$ cat src/rtl/stx_pkg.sv
package stx_pkg;

  localparam int STX_FIFO_W  = 32;
  localparam int STX_SR_W    = 24;
  localparam int STX_SPLIT_W = 16;
  localparam int STX_CODE_W  = 4;

  // Sample length for a length code; unknown codes select the full register.
  function automatic int len_of(input int code);
    case (code)
      0:       return 8;
      1:       return 10;
      2:       return 12;
      3:       return 16;
      4:       return 18;
      5:       return 20;
      6:       return 22;
      7:       return 24;
      default: return STX_SR_W;
    endcase
  endfunction

endpackage

$ cat src/rtl/stx_rst_sync.sv
module stx_rst_sync #(
  parameter int STAGES = 2
) (
  input  logic clk,
  input  logic rst_n,
  output logic rst_sync_n
);

  logic [STAGES-1:0] chain_q;
  logic [STAGES-1:0] chain_n;

  always_comb begin
    chain_n = {chain_q[STAGES-2:0], 1'b1};
  end

  always_ff @(posedge clk or negedge rst_n) begin
    if (!rst_n) chain_q <= '0;
    else        chain_q <= chain_n;
  end

  assign rst_sync_n = chain_q[STAGES-1];

endmodule

$ cat src/rtl/stx_word_align.sv
module stx_word_align #(
  parameter int FIFO_W  = 32,
  parameter int SR_W    = 24,
  parameter int SPLIT_W = 16,
  parameter int LEN_W   = $clog2(SR_W + 1)
) (
  input  logic [FIFO_W-1:0] word,
  input  logic [LEN_W-1:0]  len,
  input  logic              align_low,
  output logic [SR_W-1:0]   sample
);

  logic [SR_W-1:0]  base;
  logic [SR_W-1:0]  low_half;
  logic [SR_W:0]    mask_w;
  logic [LEN_W-1:0] sh_high;
  logic [LEN_W-1:0] sh_split;
  logic             unused_upper;

  assign base         = word[SR_W-1:0];
  assign unused_upper = ^word[FIFO_W-1:SR_W];
  assign low_half     = {{(SR_W-SPLIT_W){1'b0}}, base[SPLIT_W-1:0]};

  always_comb begin
    mask_w   = ((SR_W+1)'(1) << len) - (SR_W+1)'(1);
    sh_high  = LEN_W'(SR_W) - len;
    sh_split = LEN_W'(SPLIT_W) - len;
    if (align_low) begin
      sample = base & mask_w[SR_W-1:0];
    end else if (len >= LEN_W'(SPLIT_W)) begin
      sample = (base >> sh_high) & mask_w[SR_W-1:0];
    end else begin
      sample = (low_half >> sh_split) & mask_w[SR_W-1:0];
    end
  end

endmodule

$ cat src/rtl/stx_bit_order.sv
module stx_bit_order #(
  parameter int SR_W  = 24,
  parameter int LEN_W = $clog2(SR_W + 1)
) (
  input  logic [SR_W-1:0]  sample,
  input  logic [LEN_W-1:0] len,
  input  logic             lsb_first,
  output logic [SR_W-1:0]  image
);

  logic [SR_W-1:0] top_just;
  logic [SR_W-1:0] reversed;

  assign top_just = sample << (LEN_W'(SR_W) - len);

  for (genvar g = 0; g < SR_W; g++) begin : g_rev
    assign reversed[g] = top_just[SR_W-1-g];
  end

  // The engine always shifts toward bit 0, so bit 0 holds the first bit out.
  assign image = lsb_first ? sample : reversed;

endmodule

$ cat src/rtl/stx_shift_engine.sv
module stx_shift_engine #(
  parameter int SR_W  = 24,
  parameter int LEN_W = $clog2(SR_W + 1)
) (
  input  logic             clk,
  input  logic             rst_sync_n,
  input  logic             tick,
  input  logic             fifo_valid,
  input  logic [SR_W-1:0]  image,
  input  logic [LEN_W-1:0] len,
  output logic             txd,
  output logic             empty,
  output logic             load_req
);

  logic [SR_W-1:0]  sr_q,  sr_n;
  logic [LEN_W-1:0] cnt_q, cnt_n;
  logic             txd_q, txd_n;
  logic             req_q, req_n;
  logic             busy;

  assign busy = (cnt_q != '0);

  always_comb begin
    sr_n  = sr_q;
    cnt_n = cnt_q;
    txd_n = txd_q;
    req_n = 1'b0;
    if (tick) begin
      if (busy) begin
        txd_n = sr_q[0];
        sr_n  = sr_q >> 1;
        cnt_n = cnt_q - LEN_W'(1);
        req_n = (cnt_q == LEN_W'(1));
      end else if (fifo_valid) begin
        txd_n = image[0];
        sr_n  = image >> 1;
        cnt_n = len - LEN_W'(1);
      end else begin
        txd_n = 1'b0;
      end
    end
  end

  always_ff @(posedge clk or negedge rst_sync_n) begin
    if (!rst_sync_n) begin
      sr_q  <= '0;
      cnt_q <= '0;
      txd_q <= 1'b0;
      req_q <= 1'b0;
    end else begin
      sr_q  <= sr_n;
      cnt_q <= cnt_n;
      txd_q <= txd_n;
      req_q <= req_n;
    end
  end

  assign txd      = txd_q;
  assign empty    = ~busy;
  assign load_req = req_q;

  AST_REQ_SINGLE: assert property (@(posedge clk) disable iff (!rst_sync_n)
    load_req |=> !load_req) else $error("request longer than one cycle");
  AST_REQ_WHEN_EMPTY: assert property (@(posedge clk) disable iff (!rst_sync_n)
    load_req |-> empty) else $error("request while busy");
  AST_TXD_HOLD: assert property (@(posedge clk) disable iff (!rst_sync_n)
    !tick |=> $stable(txd)) else $error("txd moved without a tick");
  AST_UNDERRUN_ZERO: assert property (@(posedge clk) disable iff (!rst_sync_n)
    (tick && empty && !fifo_valid) |=> !txd) else $error("underrun not zero");
  AST_LOAD_FILLS: assert property (@(posedge clk) disable iff (!rst_sync_n)
    (tick && empty && fifo_valid) |=> !empty) else $error("load did not fill");

endmodule

$ cat src/rtl/serial_tx_shifter.sv
module serial_tx_shifter #(
  parameter int FIFO_W  = stx_pkg::STX_FIFO_W,
  parameter int SR_W    = stx_pkg::STX_SR_W,
  parameter int SPLIT_W = stx_pkg::STX_SPLIT_W,
  parameter int CODE_W  = stx_pkg::STX_CODE_W
) (
  input  logic              clk,
  input  logic              rst_n,
  input  logic              bclk_en,
  input  logic              frame_sync,
  input  logic              gated_mode,
  input  logic [CODE_W-1:0] wl_sel,
  input  logic              align_low,
  input  logic              lsb_first,
  input  logic [FIFO_W-1:0] fifo_word,
  input  logic              fifo_valid,
  output logic              txd,
  output logic              tx_empty,
  output logic              load_req
);

  localparam int LEN_W = $clog2(SR_W + 1);

  logic             rst_sync_n;
  logic             tick;
  logic [LEN_W-1:0] len;
  logic [SR_W-1:0]  sample;
  logic [SR_W-1:0]  image;

  stx_rst_sync #(.STAGES(2)) u_rst (
    .clk        (clk),
    .rst_n      (rst_n),
    .rst_sync_n (rst_sync_n)
  );

  always_comb begin
    tick = bclk_en & (gated_mode | frame_sync);
  end

  always_comb begin
    len = LEN_W'(stx_pkg::len_of(int'(wl_sel)));
  end

  stx_word_align #(
    .FIFO_W  (FIFO_W),
    .SR_W    (SR_W),
    .SPLIT_W (SPLIT_W),
    .LEN_W   (LEN_W)
  ) u_align (
    .word      (fifo_word),
    .len       (len),
    .align_low (align_low),
    .sample    (sample)
  );

  stx_bit_order #(
    .SR_W  (SR_W),
    .LEN_W (LEN_W)
  ) u_order (
    .sample    (sample),
    .len       (len),
    .lsb_first (lsb_first),
    .image     (image)
  );

  stx_shift_engine #(
    .SR_W  (SR_W),
    .LEN_W (LEN_W)
  ) u_engine (
    .clk        (clk),
    .rst_sync_n (rst_sync_n),
    .tick       (tick),
    .fifo_valid (fifo_valid),
    .image      (image),
    .len        (len),
    .txd        (txd),
    .empty      (tx_empty),
    .load_req   (load_req)
  );

  AST_FS_LOW_FREEZES: assert property (@(posedge clk) disable iff (!rst_sync_n)
    (!gated_mode && !frame_sync) |=> $stable(txd)) else $error("shift without frame sync");
  AST_IDLE_NO_REQ: assert property (@(posedge clk) disable iff (!rst_sync_n)
    (tx_empty && !load_req) |=> !load_req) else $error("request without a finished sample");

endmodule

$ cat config.mk
export PLATFORM = sky130hd
export DESIGN_NAME = serial_tx_shifter
export DESIGN_NICKNAME = d
export VERILOG_FILES = /design/src/rtl/stx_pkg.sv /design/src/rtl/stx_rst_sync.sv /design/src/rtl/stx_word_align.sv /design/src/rtl/stx_bit_order.sv /design/src/rtl/stx_shift_engine.sv /design/src/rtl/serial_tx_shifter.sv
export SDC_FILE = /design/constraint.sdc
export NUM_CORES = 1
export LEC_CHECK = 0
export BUFFER_PORTS_ARGS = -buffer_cell sky130_fd_sc_hd__buf_4
export CORE_MARGIN = 2
export CORE_UTILIZATION = 45
export CTS_BUF_LIST = sky130_fd_sc_hd__clkbuf_8
export DETAILED_ROUTE_END_ITERATION = 10
export RECOVER_POWER = 50
export REMOVE_ABC_BUFFERS = 1
export SLEW_MARGIN = 20
export SYNTH_ARGS = -nofsm -noshare
export SYNTH_HDL_FRONTEND = slang
export SYNTH_SLANG_ARGS = --single-unit
$ cat constraint.sdc
create_clock -name clk -period 2.95 [get_ports clk]
set_input_delay 0.295 -clock clk [delete_from_list [all_inputs] [get_ports clk]]
set_output_delay 0.295 -clock clk [all_outputs]
set_load 0.02 [all_outputs]
==> results of run 1 <==
[worst max-delay path, delay by kind of cell]
| family | cells | cell delay (ns) |
|---|---|---|
| fa+ha+maj | 2 | 0.60 |
| simple gates | 3 | 0.68 |
| buf+inv | 5 | 0.67 |
| compound gates | 7 | 1.04 |
| mux | 1 | 0.27 |
[cell type report]
| type | instances | area [um2] |
|---|---|---|
| clock buffer | 7 | 96.34 |
| fill | 852 | 2934 |
| inverter | 21 | 86.33 |
| multi-input combinational | 589 | 5020 |
| sequential | 32 | 800.8 |
| tap | 143 | 178.9 |
| timing repair buffer | 266 | 2205 |
[metrics by stage]
step | cells | setup slack, ns
final | 1058 | -0.4495
after global routing | 1058 | -0.4826
after CTS | 1047 | -0.3287
after detailed placement | 1017 | -1.142
after global placement | 1017 | -1.049
after floorplan | 642 | -1.787
[flip-flops by register name, indices dropped and copies added (netlist names)]
register	count
u_rst.chain_q	2
u_engine.sr_q	23
u_engine.txd	1
u_engine.cnt_q	5
u_engine.load_req	1
[power groups by stage]
stage / clock network (mW) / logic [mW] / registers (mW)
floorplan: 0 / 1.03 / 0.718
global placement: 0 / 1.92 / 0.734
detailed placement: 0 / 1.95 / 0.736
CTS: 0.374 / 2.28 / 0.731
global route: 0.392 / 2.69 / 0.763
finish: 0.368 / 2.55 / 0.735
[synthesized netlist by cell type, types with 4 or more instances]
master	count	share of area [%]
a31oi_1	19	2.3
a32oi_1	9	1.5
o21a_1	7	1.0
ha_1	12	2.9
and2_1	13	1.6
clkbuf_1	31	2.3
nand2_1	69	5.0
a31o_2	5	0.85
nand2b_1	15	1.8
buf_2	14	1.4
and3_1	9	1.1
o31ai_1	17	2.5
nor2_1	52	3.8
inv_1	19	1.4
nor3_1	28	2.7
o2111ai_1	4	0.68
a21oi_1	61	5.9
buf_4	7	1.0
mux2i_1	19	3.7
o21ai_1	5	0.48
nand3_1	16	1.6
buf_1	7	0.51
a21o_1	7	1.0
nand4_1	11	1.3
o21ai_0	42	4.1
mux2_2	9	2.0
dfrtp_1	32	16
a211oi_1	10	1.5
o211ai_1	12	1.7
a22oi_1	5	0.73
a31oi_2	4	0.97
or3_1	12	1.5
xnor2_1	5	0.85
mux4_2	11	4.8
a221oi_1	9	1.5
o22ai_1	15	1.8
[cells by family after synthesis]
logic type,after synthesis
AO/OA/AOI/OAI,280
flip-flops,32
multiplexers,39
adder cells (fa/ha/maj),12
buffers and inverters,83
AND/OR/NAND/NOR,249
other,1
XOR/XNOR,8
[cell usage in the layout, fill, tap and decap left out, drive strengths merged, types with 4 or more instances in the layout]
cell     count
and2        15
o21ai       47
o2111ai      5
a21o         7
mux2i       19
a21oi       61
or2          4
xnor2        5
nand2b      15
mux4        11
o21a         7
clkbuf       9
or3         12
nand3       17
a2bb2oi      4
and3         9
o22ai       15
nor3        29
a32oi        9
ha          12
nor4         4
o211ai      12
a2111oi      5
nand2       69
nor2        52
a31o         5
buf        263
a22oi        6
inv         21
mux2         9
a211oi      10
o31ai       19
a221oi      11
or4          4
nand4       11
dfrtp       32
a31oi       23
[per-layer routing]
metal,part of all wire (%),wire (um),up-vias,track usage (%)
li1,-,-,3155,-
met1,38,9480,3423,47.65
met2,45,11290,495,62.45
met3,7.5,1866,162,2.952
met4,9.4,2357,0,31.44
met5,0,0,-,0
[what timing repair did]
action | in CTS | in global routing
resized for setup | 168 | 80
setup buffers | 25 | 14
endpoints found under the setup margin | 24 | 23
pin swaps | 59 | 53
hold buffers | 1 | 0
endpoints found under the hold margin | 2 | 0
[worst min-delay path by stage]
stage                                          start                      endpoint  cells after the start
final                                          rst_n    u_rst.chain_q[1]$_DFF_PN0_                      2
after global routing                           rst_n    u_rst.chain_q[1]$_DFF_PN0_                      2
after CTS                 u_rst.chain_q[1]$_DFF_PN0_  u_engine.sr_q[7]$_DFFE_PN0P_                      1
after detailed placement                       rst_n    u_rst.chain_q[1]$_DFF_PN0_                      1
after global placement                         rst_n    u_rst.chain_q[0]$_DFF_PN0_                      1
after floorplan                                rst_n    u_rst.chain_q[0]$_DFF_PN0_                      0
==> impl_metrics.tcl, run 1 <==
set metrics [dict create \
    fin_util_pct 74.08 \
    cts_buffer_depth 2 \
    setup_viol 23 \
    path_cells "buf_6 -> ha_4 -> nand2b_4 -> a21oi_4 -> buf_6 -> ha_4 -> buf_6 -> nand2_2 -> or4_4 -> o211ai_1 -> buf_4 -> a221oi_4 -> a31oi_4 -> buf_6 -> a22oi_2 -> mux2i_2 -> a221oi_2 -> o31ai_1" \
    syn-instance-count 704 \
    cpPeakStageDelay_ns 0.52 \
    avgSynthCellArea_um2 7.335 \
    timing.rr.end "u_engine.txd$_DFFE_PN0P_" \
    route.detailed.drc 0 \
    min_period_ns 3.399 \
    yosys_register_bits 32 \
    core_area_um2 11320 \
    seq_area_frac_synth_pct 15.51 \
    power_switching_mw 1.637 \
    via_count 7235 \
    maxSlewViolCount 31 \
    critPathLaunch "wl_sel[1]" \
    max_freq_ghz 0.2942 \
    pwr-share-seq_pct 20.1 \
    grt_max_degree 31 \
    dieWidth_um 111.1 \
    p_clk_share_pct 10.1 \
    drive_gt1_share_pct 49.40 \
    timing.setup.tns_ns -5.450 \
    power.internal_mw 2.020 \
    grt_pass1_vias 7136 \
    cts.sinks 32 \
    syn_area_um2 5164 \
    fp-row-count 39 \
    cp-start-kind "input pin" \
    routedWlPerCell_um 23.63 \
    required_ns 3.14 \
    power_density_nw_per_um2 436.0 \
    switching_share_pct 44.75 \
    antenna_found_initial 0 \
    pwr-share-comb_pct 69.8 \
    endpoint "u_engine.sr_q[6]$_DFFE_PN0P_" \
    cp_slowest_cell "or4_4" \
    relSlewSlack_pct -10.89 \
    gp_congestion 1.095 \
    failed_checks "capacitance limit, slew limit, setup timing" \
    postRouteAntennaNets 0 \
    first_pass_iters 5 \
    synth-edff-count 0 \
    port_buffers 38 \
    synth_fa_ha_area_share_pct 2.908 \
    total_power_mw 3.657 \
    grt_pass1_wl_mm 38.48 \
    reg2reg_depth 9 \
    synthArstFlopShare_pct 100.0 \
    drt-vias-per-instance 6.838 \
    worst_pin_slew_ns 1.663 \
    crit_top_cell "buf_6" \
    synth-simple-area-share_pct 24.45 \
    clkTransAtPathRegs_ns 0.07 \
    clk_latency_ns 0.29 \
    synth_compound_area_share_pct 37.90 \
    area_growth_pct 62.42 \
    vdd_ir_drop_max_mv 0.4725 \
    cts_root_buf "clkbuf_8" \
    boundaryPins 47 \
    synthMuxAreaShare_pct 10.44 \
    n_antenna_cell 0 \
    r2r_start "u_engine.cnt_q[0]$_DFFE_PN0P_" \
    die_area_um2 12350 \
    power.leakage_nw 3.416 \
    r2r_slack_ns 0.17 \
    synth_cell_types 83 \
    wl_mm 25.00 \
    track_usage_pct 38.81 \
    grt-ovfl-total 0 \
    synth_warnings 0 \
    drtIter0Drc 664 \
    finClkSkew_ns 0.005150 \
    cts_tree "built" \
    hold_ws_ns 0.3180 \
    period_share_pct 115.2 \
    outcome "finished with violations" \
    setup_ws_ns -0.4495 \
    final_area_um2 8387 \
    placed_cell_area_um2 6823 \
    synth-xor-area-share_pct 1.357 \
    cp_max_fo 7 \
    rsz0062_at_grt "true" \
    hold_viol 0 \
    synth_top_family_by_area "compound AO/OA/AOI/OAI gates" \
    dieHeight_um 111.1 \
    dp.final_hpwl_mm 18.11 \
    crit_path_end_kind "flop" \
    crit_type "in -> reg" \
    cts_max_level 2 \
    start_util_pct 45.61 \
    maxCapViolCount 1 \
    worstPathArrival_ns 3.59 \
    cts_made_buffers 5 \
    ys.flop_type "dfrtp_1" \
    fin_nets 971 \
    worst_hold_path_type "in -> async" \
]
No activity file was read; power rests on OpenSTA's default activity.
==> run 2: changes to the inputs <==
--- a/config.mk
+++ b/config.mk
@@ -10,6 +10,7 @@
 export CORE_UTILIZATION = 45
 export CTS_BUF_LIST = sky130_fd_sc_hd__clkbuf_8
 export DETAILED_ROUTE_END_ITERATION = 10
+export PLACE_DENSITY = 0.67
 export RECOVER_POWER = 50
 export REMOVE_ABC_BUFFERS = 1
 export SLEW_MARGIN = 20
==> run 2 against run 1 <==
The run still ends with capacitance limit, slew limit, setup timing left; routed wire length up 4.7%; critical path depth fell by 2; maximum frequency up 3.0%; sequential cell count unchanged; non-clock buffer count increased by 7; count of clock-buffer cells in the layout down 2.
==> impl_metrics.tcl, run 2 (synthesis results as in run 1) <==
set metrics [dict create \
    clk_latency_ns 0.30 \
    routedWlPerCell_um 24.55 \
    largest-register "u_engine.sr_q" \
    boundaryPins 47 \
    route.detailed.drc 0 \
    dieWidth_um 111.1 \
    cts_tree "built" \
    cts_root_buf "clkbuf_8" \
    reg_top3 "u_engine.sr_q: 23 flops, u_engine.cnt_q: 5 flops, u_rst.chain_q: 2 flops" \
    area_growth_pct 60.14 \
    postRouteAntennaNets 0 \
    rsz0062_at_grt "true" \
    setup_viol 24 \
    largest_reg_flops 23 \
    cts_buffer_depth 2 \
    layout_commonest_cell "buf_4" \
    fp-row-count 39 \
    outcome "finished with violations" \
    power.leakage_nw 3.428 \
    place_ws_ns -1.048 \
    maxCapViolCount 1 \
    n_antenna_cell 0 \
    cts.sinks 32 \
    finClkSkew_ns 0.004233 \
    start_util_pct 45.61 \
    most-common-layout-cells "244 x buf_4, 59 x nand2_1, 51 x nor2_1" \
    first_pass_iters 7 \
    total_power_mw 3.717 \
    cts_max_level 2 \
    hold_viol 0 \
    cts_made_buffers 5 \
    crit_path_end_kind "flop" \
    max_freq_ghz 0.3029 \
    final_area_um2 8269 \
    port_buffers 38 \
    die_area_um2 12350 \
    maxSlewViolCount 31 \
    grt_max_degree 35 \
    fin_cells 1066 \
    dp.final_hpwl_mm 18.68 \
    min_period_ns 3.301 \
    crit_type "in -> reg" \
    gp_congestion 1.092 \
    worst_pin_slew_ns 1.715 \
    cp-start-kind "input pin" \
    power_density_nw_per_um2 449.5 \
    grt_pass1_wl_mm 39.88 \
    fillers 866 \
    grt-ovfl-total 0 \
    required_ns 3.13 \
    clkTransAtPathRegs_ns 0.07 \
    cp_max_fo 9 \
    antenna_found_initial 0 \
    drive_gt1_share_pct 49.95 \
    worst_hold_path_type "in -> async" \
    wl_mm 26.17 \
    track_usage_pct 40.75 \
    grt_pass1_vias 7143 \
    core_area_um2 11320 \
    drt-vias-per-instance 6.953 \
    worstPathArrival_ns 3.48 \
    fin_nets 978 \
    period_share_pct 111.9 \
    via_count 7412 \
    placed_cell_area_um2 6838 \
    relSlewSlack_pct -14.33 \
    vdd_ir_drop_max_mv 0.6418 \
    hold_ws_ns 0.2980 \
    dp_cells 1024 \
    dieHeight_um 111.1 \
    drtIter0Drc 771 \
    failed_checks "capacitance limit, slew limit, setup timing" \
    setup_ws_ns -0.3509 \
]
==> run 2: cell count changes in the layout (fill, tap and decap cells not counted), moves of 3 or more <==
cell     before  now
buf_6        36   17
buf_4       220  244
mux2i_4       7    2
mux2i_1       5   10
nor3_2        7    4
nor3_1       20   23
==> run 2: path summary, 6_finish.rpt <==
path | from | depth (start not counted) | slack [ns] | endpoint
setup / recovery | wl_sel[0] | 16 | -0.35 | u_engine.sr_q[18]$_DFFE_PN0P_
hold / removal | rst_n | 2 | 0.30 | u_rst.chain_q[1]$_DFF_PN0_
setup reg to reg | u_engine.cnt_q[0]$_DFFE_PN0P_ | 9 | 0.08 | u_engine.txd$_DFFE_PN0P_
hold reg to reg | u_rst.chain_q[0]$_DFF_PN0_ | 0 | 0.36 | u_rst.chain_q[1]$_DFF_PN0_
max in group asynchronous | u_rst.chain_q[1]$_DFF_PN0_ | 1 | 1.17 | u_engine.cnt_q[1]$_DFFE_PN0P_
min in group clk | u_rst.chain_q[0]$_DFF_PN0_ | 0 | 0.36 | u_rst.chain_q[1]$_DFF_PN0_
==> run 2: power breakdown <==
group	internal, mW	total [mW]	switching (mW)
clock network	0.250	0.436	0.187
logic	1.19	2.54	1.35
registers	0.619	0.740	0.121
==> run 2: area by class of cell <==
type                    instances  area [um2]  share of cell area (%)
clock inverters                 3       42.54                  0.5145
flip-flops and latches         32       800.8                   9.684
repair buffers                273        2206                   26.68
inverters                      21       91.34                   1.105
well taps                     143       178.9                   2.164
multi-input cells             589        4881                   59.03
clock buffers                   5       68.82                  0.8322
==> run 2: metrics by stage <==
stage | util, % | setup TNS [ns]
floorplan | - | -39.63
global placement | 60.40 | -20.64
detailed placement | 60.40 | -20.60
CTS | 69.36 | -2.383
global route | 73.04 | -7.375
finish | 73.04 | -5.488
==> run 2: per-layer routing <==
layer | vias up | GRT usage (%) | wire [um]
li1 | 3165 | - | -
met4 | 0 | 28.15 | 2568
met1 | 3489 | 48.93 | 9311
met5 | - | 0 | 0
met2 | 560 | 68.14 | 12060
met3 | 198 | 4.702 | 2228
==> run 2: what timing repair did <==
item / in CTS / in global routing
setup buffers: 24 / 17
pin swaps: 72 / 44
hold buffers: 1 / 0
setup endpoints to repair: 24 / 24
hold endpoints to repair: 2 / 0
resized for setup: 166 / 56
==> run 2: critical path: stages <==
cell and delay [ns]:
buf_8 0.11, buf_4 0.17, ha_2 0.21, nand2b_4 0.15, a21oi_4 0.19, buf_12 0.13, ha_4 0.23, buf_6 0.16
or3_4 0.39, a221oi_2 0.27, a31oi_2 0.16, buf_4 0.17, a22oi_2 0.29, a21oi_2 0.13, a221oi_2 0.34, nor3_1 0.10
==> run 3: changes to the inputs <==
--- a/config.mk
+++ b/config.mk
@@ -7,10 +7,10 @@
 export LEC_CHECK = 0
 export BUFFER_PORTS_ARGS = -buffer_cell sky130_fd_sc_hd__buf_4
 export CORE_MARGIN = 2
-export CORE_UTILIZATION = 45
+export CORE_UTILIZATION = 35
 export CTS_BUF_LIST = sky130_fd_sc_hd__clkbuf_8
 export DETAILED_ROUTE_END_ITERATION = 10
-export PLACE_DENSITY = 0.67
+export PLACE_DENSITY = 0.56
 export RECOVER_POWER = 50
 export REMOVE_ABC_BUFFERS = 1
 export SLEW_MARGIN = 20
==> run 3 against run 2 <==
The flow still finishes with violations (capacitance limit, slew limit, setup timing); critical path depth up 2; largest power group unchanged; utilization shrank 16 points; final cell count is 3.9% higher; final area grew 0.70%; combinational power is essentially flat; routed wire length is 0.81% lower; via count is 4.3% lower.
==> impl_metrics.tcl, run 3 (synthesis results as in run 1) <==
set metrics [dict create \
    outcome "finished with violations" \
    failed_checks "capacitance limit, slew limit, setup timing" \
    setup_viol 22 \
    pwr-share-comb_pct 70.1 \
    worstPathArrival_ns 3.51 \
    dp_cells 1063 \
    maxCapViolCount 1 \
    finClkSkew_ns 0.007671 \
    relSlewSlack_pct -14.09 \
    fin_nets 979 \
    grt-ovfl-total 0 \
    fp-row-count 44 \
    area_growth_pct 61.26 \
    start_util_pct 35.66 \
    worst_hold_path_type "in -> async" \
    routedWlPerCell_um 23.43 \
    crit_type "in -> reg" \
    crit_path_end_kind "flop" \
    postRouteAntennaNets 0 \
    cts.sinks 32 \
    drtIter0Drc 718 \
    core_area_um2 14480 \
    drt-vias-per-instance 6.403 \
    dieHeight_um 125.5 \
    power.leakage_nw 3.437 \
    n_antenna_cell 0 \
    cts_made_buffers 5 \
    cts_tree "built" \
    total_power_mw 3.663 \
    gp_congestion 1.064 \
    pwr-share-seq_pct 20.1 \
    hold_viol 0 \
    placed_cell_area_um2 6887 \
    p_clk_share_pct 9.8 \
    most-common-layout-cells "242 x buf_4, 64 x nand2_1, 48 x a21oi_1" \
    vdd_ir_drop_max_mv 0.1845 \
    via_count 7095 \
    route.detailed.drc 0 \
    setup_ws_ns -0.3473 \
    place_ws_ns -1.138 \
    power.internal_mw 2.006 \
    power_density_nw_per_um2 440.0 \
    required_ns 3.16 \
    power_switching_mw 1.657 \
    clk_latency_ns 0.30 \
    antenna_found_initial 1 \
    port_buffers 38 \
    maxSlewViolCount 31 \
    clkTransAtPathRegs_ns 0.07 \
    reg_top3 "u_engine.sr_q: 23 flops, u_engine.cnt_q: 5 flops, u_rst.chain_q: 2 flops" \
    wl_mm 25.96 \
    cts_buffer_depth 2 \
    largest-register "u_engine.sr_q" \
    grt_pass1_vias 6810 \
    track_usage_pct 31.40 \
    fillers 1378 \
    switching_share_pct 45.24 \
    cts_max_level 2 \
    die_area_um2 15740 \
    grt_pass1_wl_mm 39.05 \
    layout_commonest_cell "buf_4" \
    dieWidth_um 125.5 \
    fin_cells 1108 \
    dp.final_hpwl_mm 19.57 \
    timing.setup.tns_ns -4.562 \
    grt_max_degree 31 \
    rsz0062_at_grt "true" \
    cts_root_buf "clkbuf_8" \
    min_period_ns 3.297 \
    boundaryPins 47 \
    cp_max_fo 8 \
    drive_gt1_share_pct 47.94 \
    period_share_pct 111.8 \
    largest_reg_flops 23 \
    max_freq_ghz 0.3033 \
    final_area_um2 8327 \
    worst_pin_slew_ns 1.711 \
    first_pass_iters 5 \
    cp-start-kind "input pin" \
]
[run 3: worst max-delay path: stages]
cell      delay, ns
buf_8          0.08
inv_4          0.03
ha_4           0.25
nand2b_4       0.12
a21oi_4        0.06
buf_4          0.14
ha_4           0.36
nand2_1        0.08
or4_4          0.43
and2_1         0.17
a21o_1         0.18
nor4b_2        0.29
buf_4          0.19
buf_4          0.12
mux2i_1        0.08
mux2i_1        0.28
mux2i_1        0.20
o22ai_1        0.14
[run 3: repair_timing]
| action | CTS | global route |
|---|---|---|
| resized for setup | 136 | 81 |
| hold buffers | 1 | 0 |
| buffers inserted | 23 | 15 |
| setup endpoints to repair | 24 | 23 |
| pin swaps | 56 | 53 |
| hold endpoints to repair | 2 | 0 |
[run 3: area by class of cell]
cell class / instances / area (um2) / share of cell area (%)
Clock inverter: 2 / 7.507 / 0.09016
Clock buffer: 6 / 82.58 / 0.9917
Multi-Input combinational cell: 589 / 4901 / 58.86
Timing Repair Buffer: 274 / 2216 / 26.61
Tap cell: 184 / 230.2 / 2.765
Inverter: 21 / 88.84 / 1.067
Sequential cell: 32 / 800.8 / 9.617
[run 3: power by group through the flow]
stage / registers, mW / clock network (mW) / logic (mW)
2_1_floorplan: 0.718 / 0 / 1.03
3_3_place_gp: 0.737 / 0 / 1.96
3_5_place_dp: 0.741 / 0 / 1.97
4_1_cts: 0.736 / 0.363 / 2.26
5_1_grt: 0.757 / 0.383 / 2.71
6_report: 0.737 / 0.359 / 2.57
[run 3: worst paths after layout]
| check | from | endpoint | slack (ns) | cells past startpoint |
|---|---|---|---|---|
| max reg2reg | u_engine.cnt_q[0]$_DFFE_PN0P_ | u_engine.txd$_DFFE_PN0P_ | -0.04 | 9 |
| max in group asynchronous | u_rst.chain_q[1]$_DFF_PN0_ | u_engine.cnt_q[3]$_DFFE_PN0P_ | 1.19 | 1 |
| min reg2reg | u_rst.chain_q[0]$_DFF_PN0_ | u_rst.chain_q[1]$_DFF_PN0_ | 0.35 | 0 |
| min in group clk | u_rst.chain_q[0]$_DFF_PN0_ | u_rst.chain_q[1]$_DFF_PN0_ | 0.35 | 0 |
| min | rst_n | u_rst.chain_q[1]$_DFF_PN0_ | 0.30 | 2 |
| max | wl_sel[0] | u_engine.sr_q[10]$_DFFE_PN0P_ | -0.35 | 18 |
[run 3: per-layer routing]
layer / wire length [um] / GRT usage, % / vias to the layer above
met1: 10540 / 39.79 / 3440
met2: 12080 / 52.02 / 395
met4: 1705 / 18.24 / 0
met5: 0 / 0 / -
met3: 1631 / 2.995 / 96
li1: - / - / 3164
[run 3: stage by stage]
stage	hold slack [ns]	utilization [%]
5_1_grt	0.3123	57.51
2_1_floorplan	-0.0005911	-
3_5_place_dp	0.07882	47.56
4_1_cts	0.2878	53.83
3_3_place_gp	0.07797	47.56
6_report	0.3021	57.51
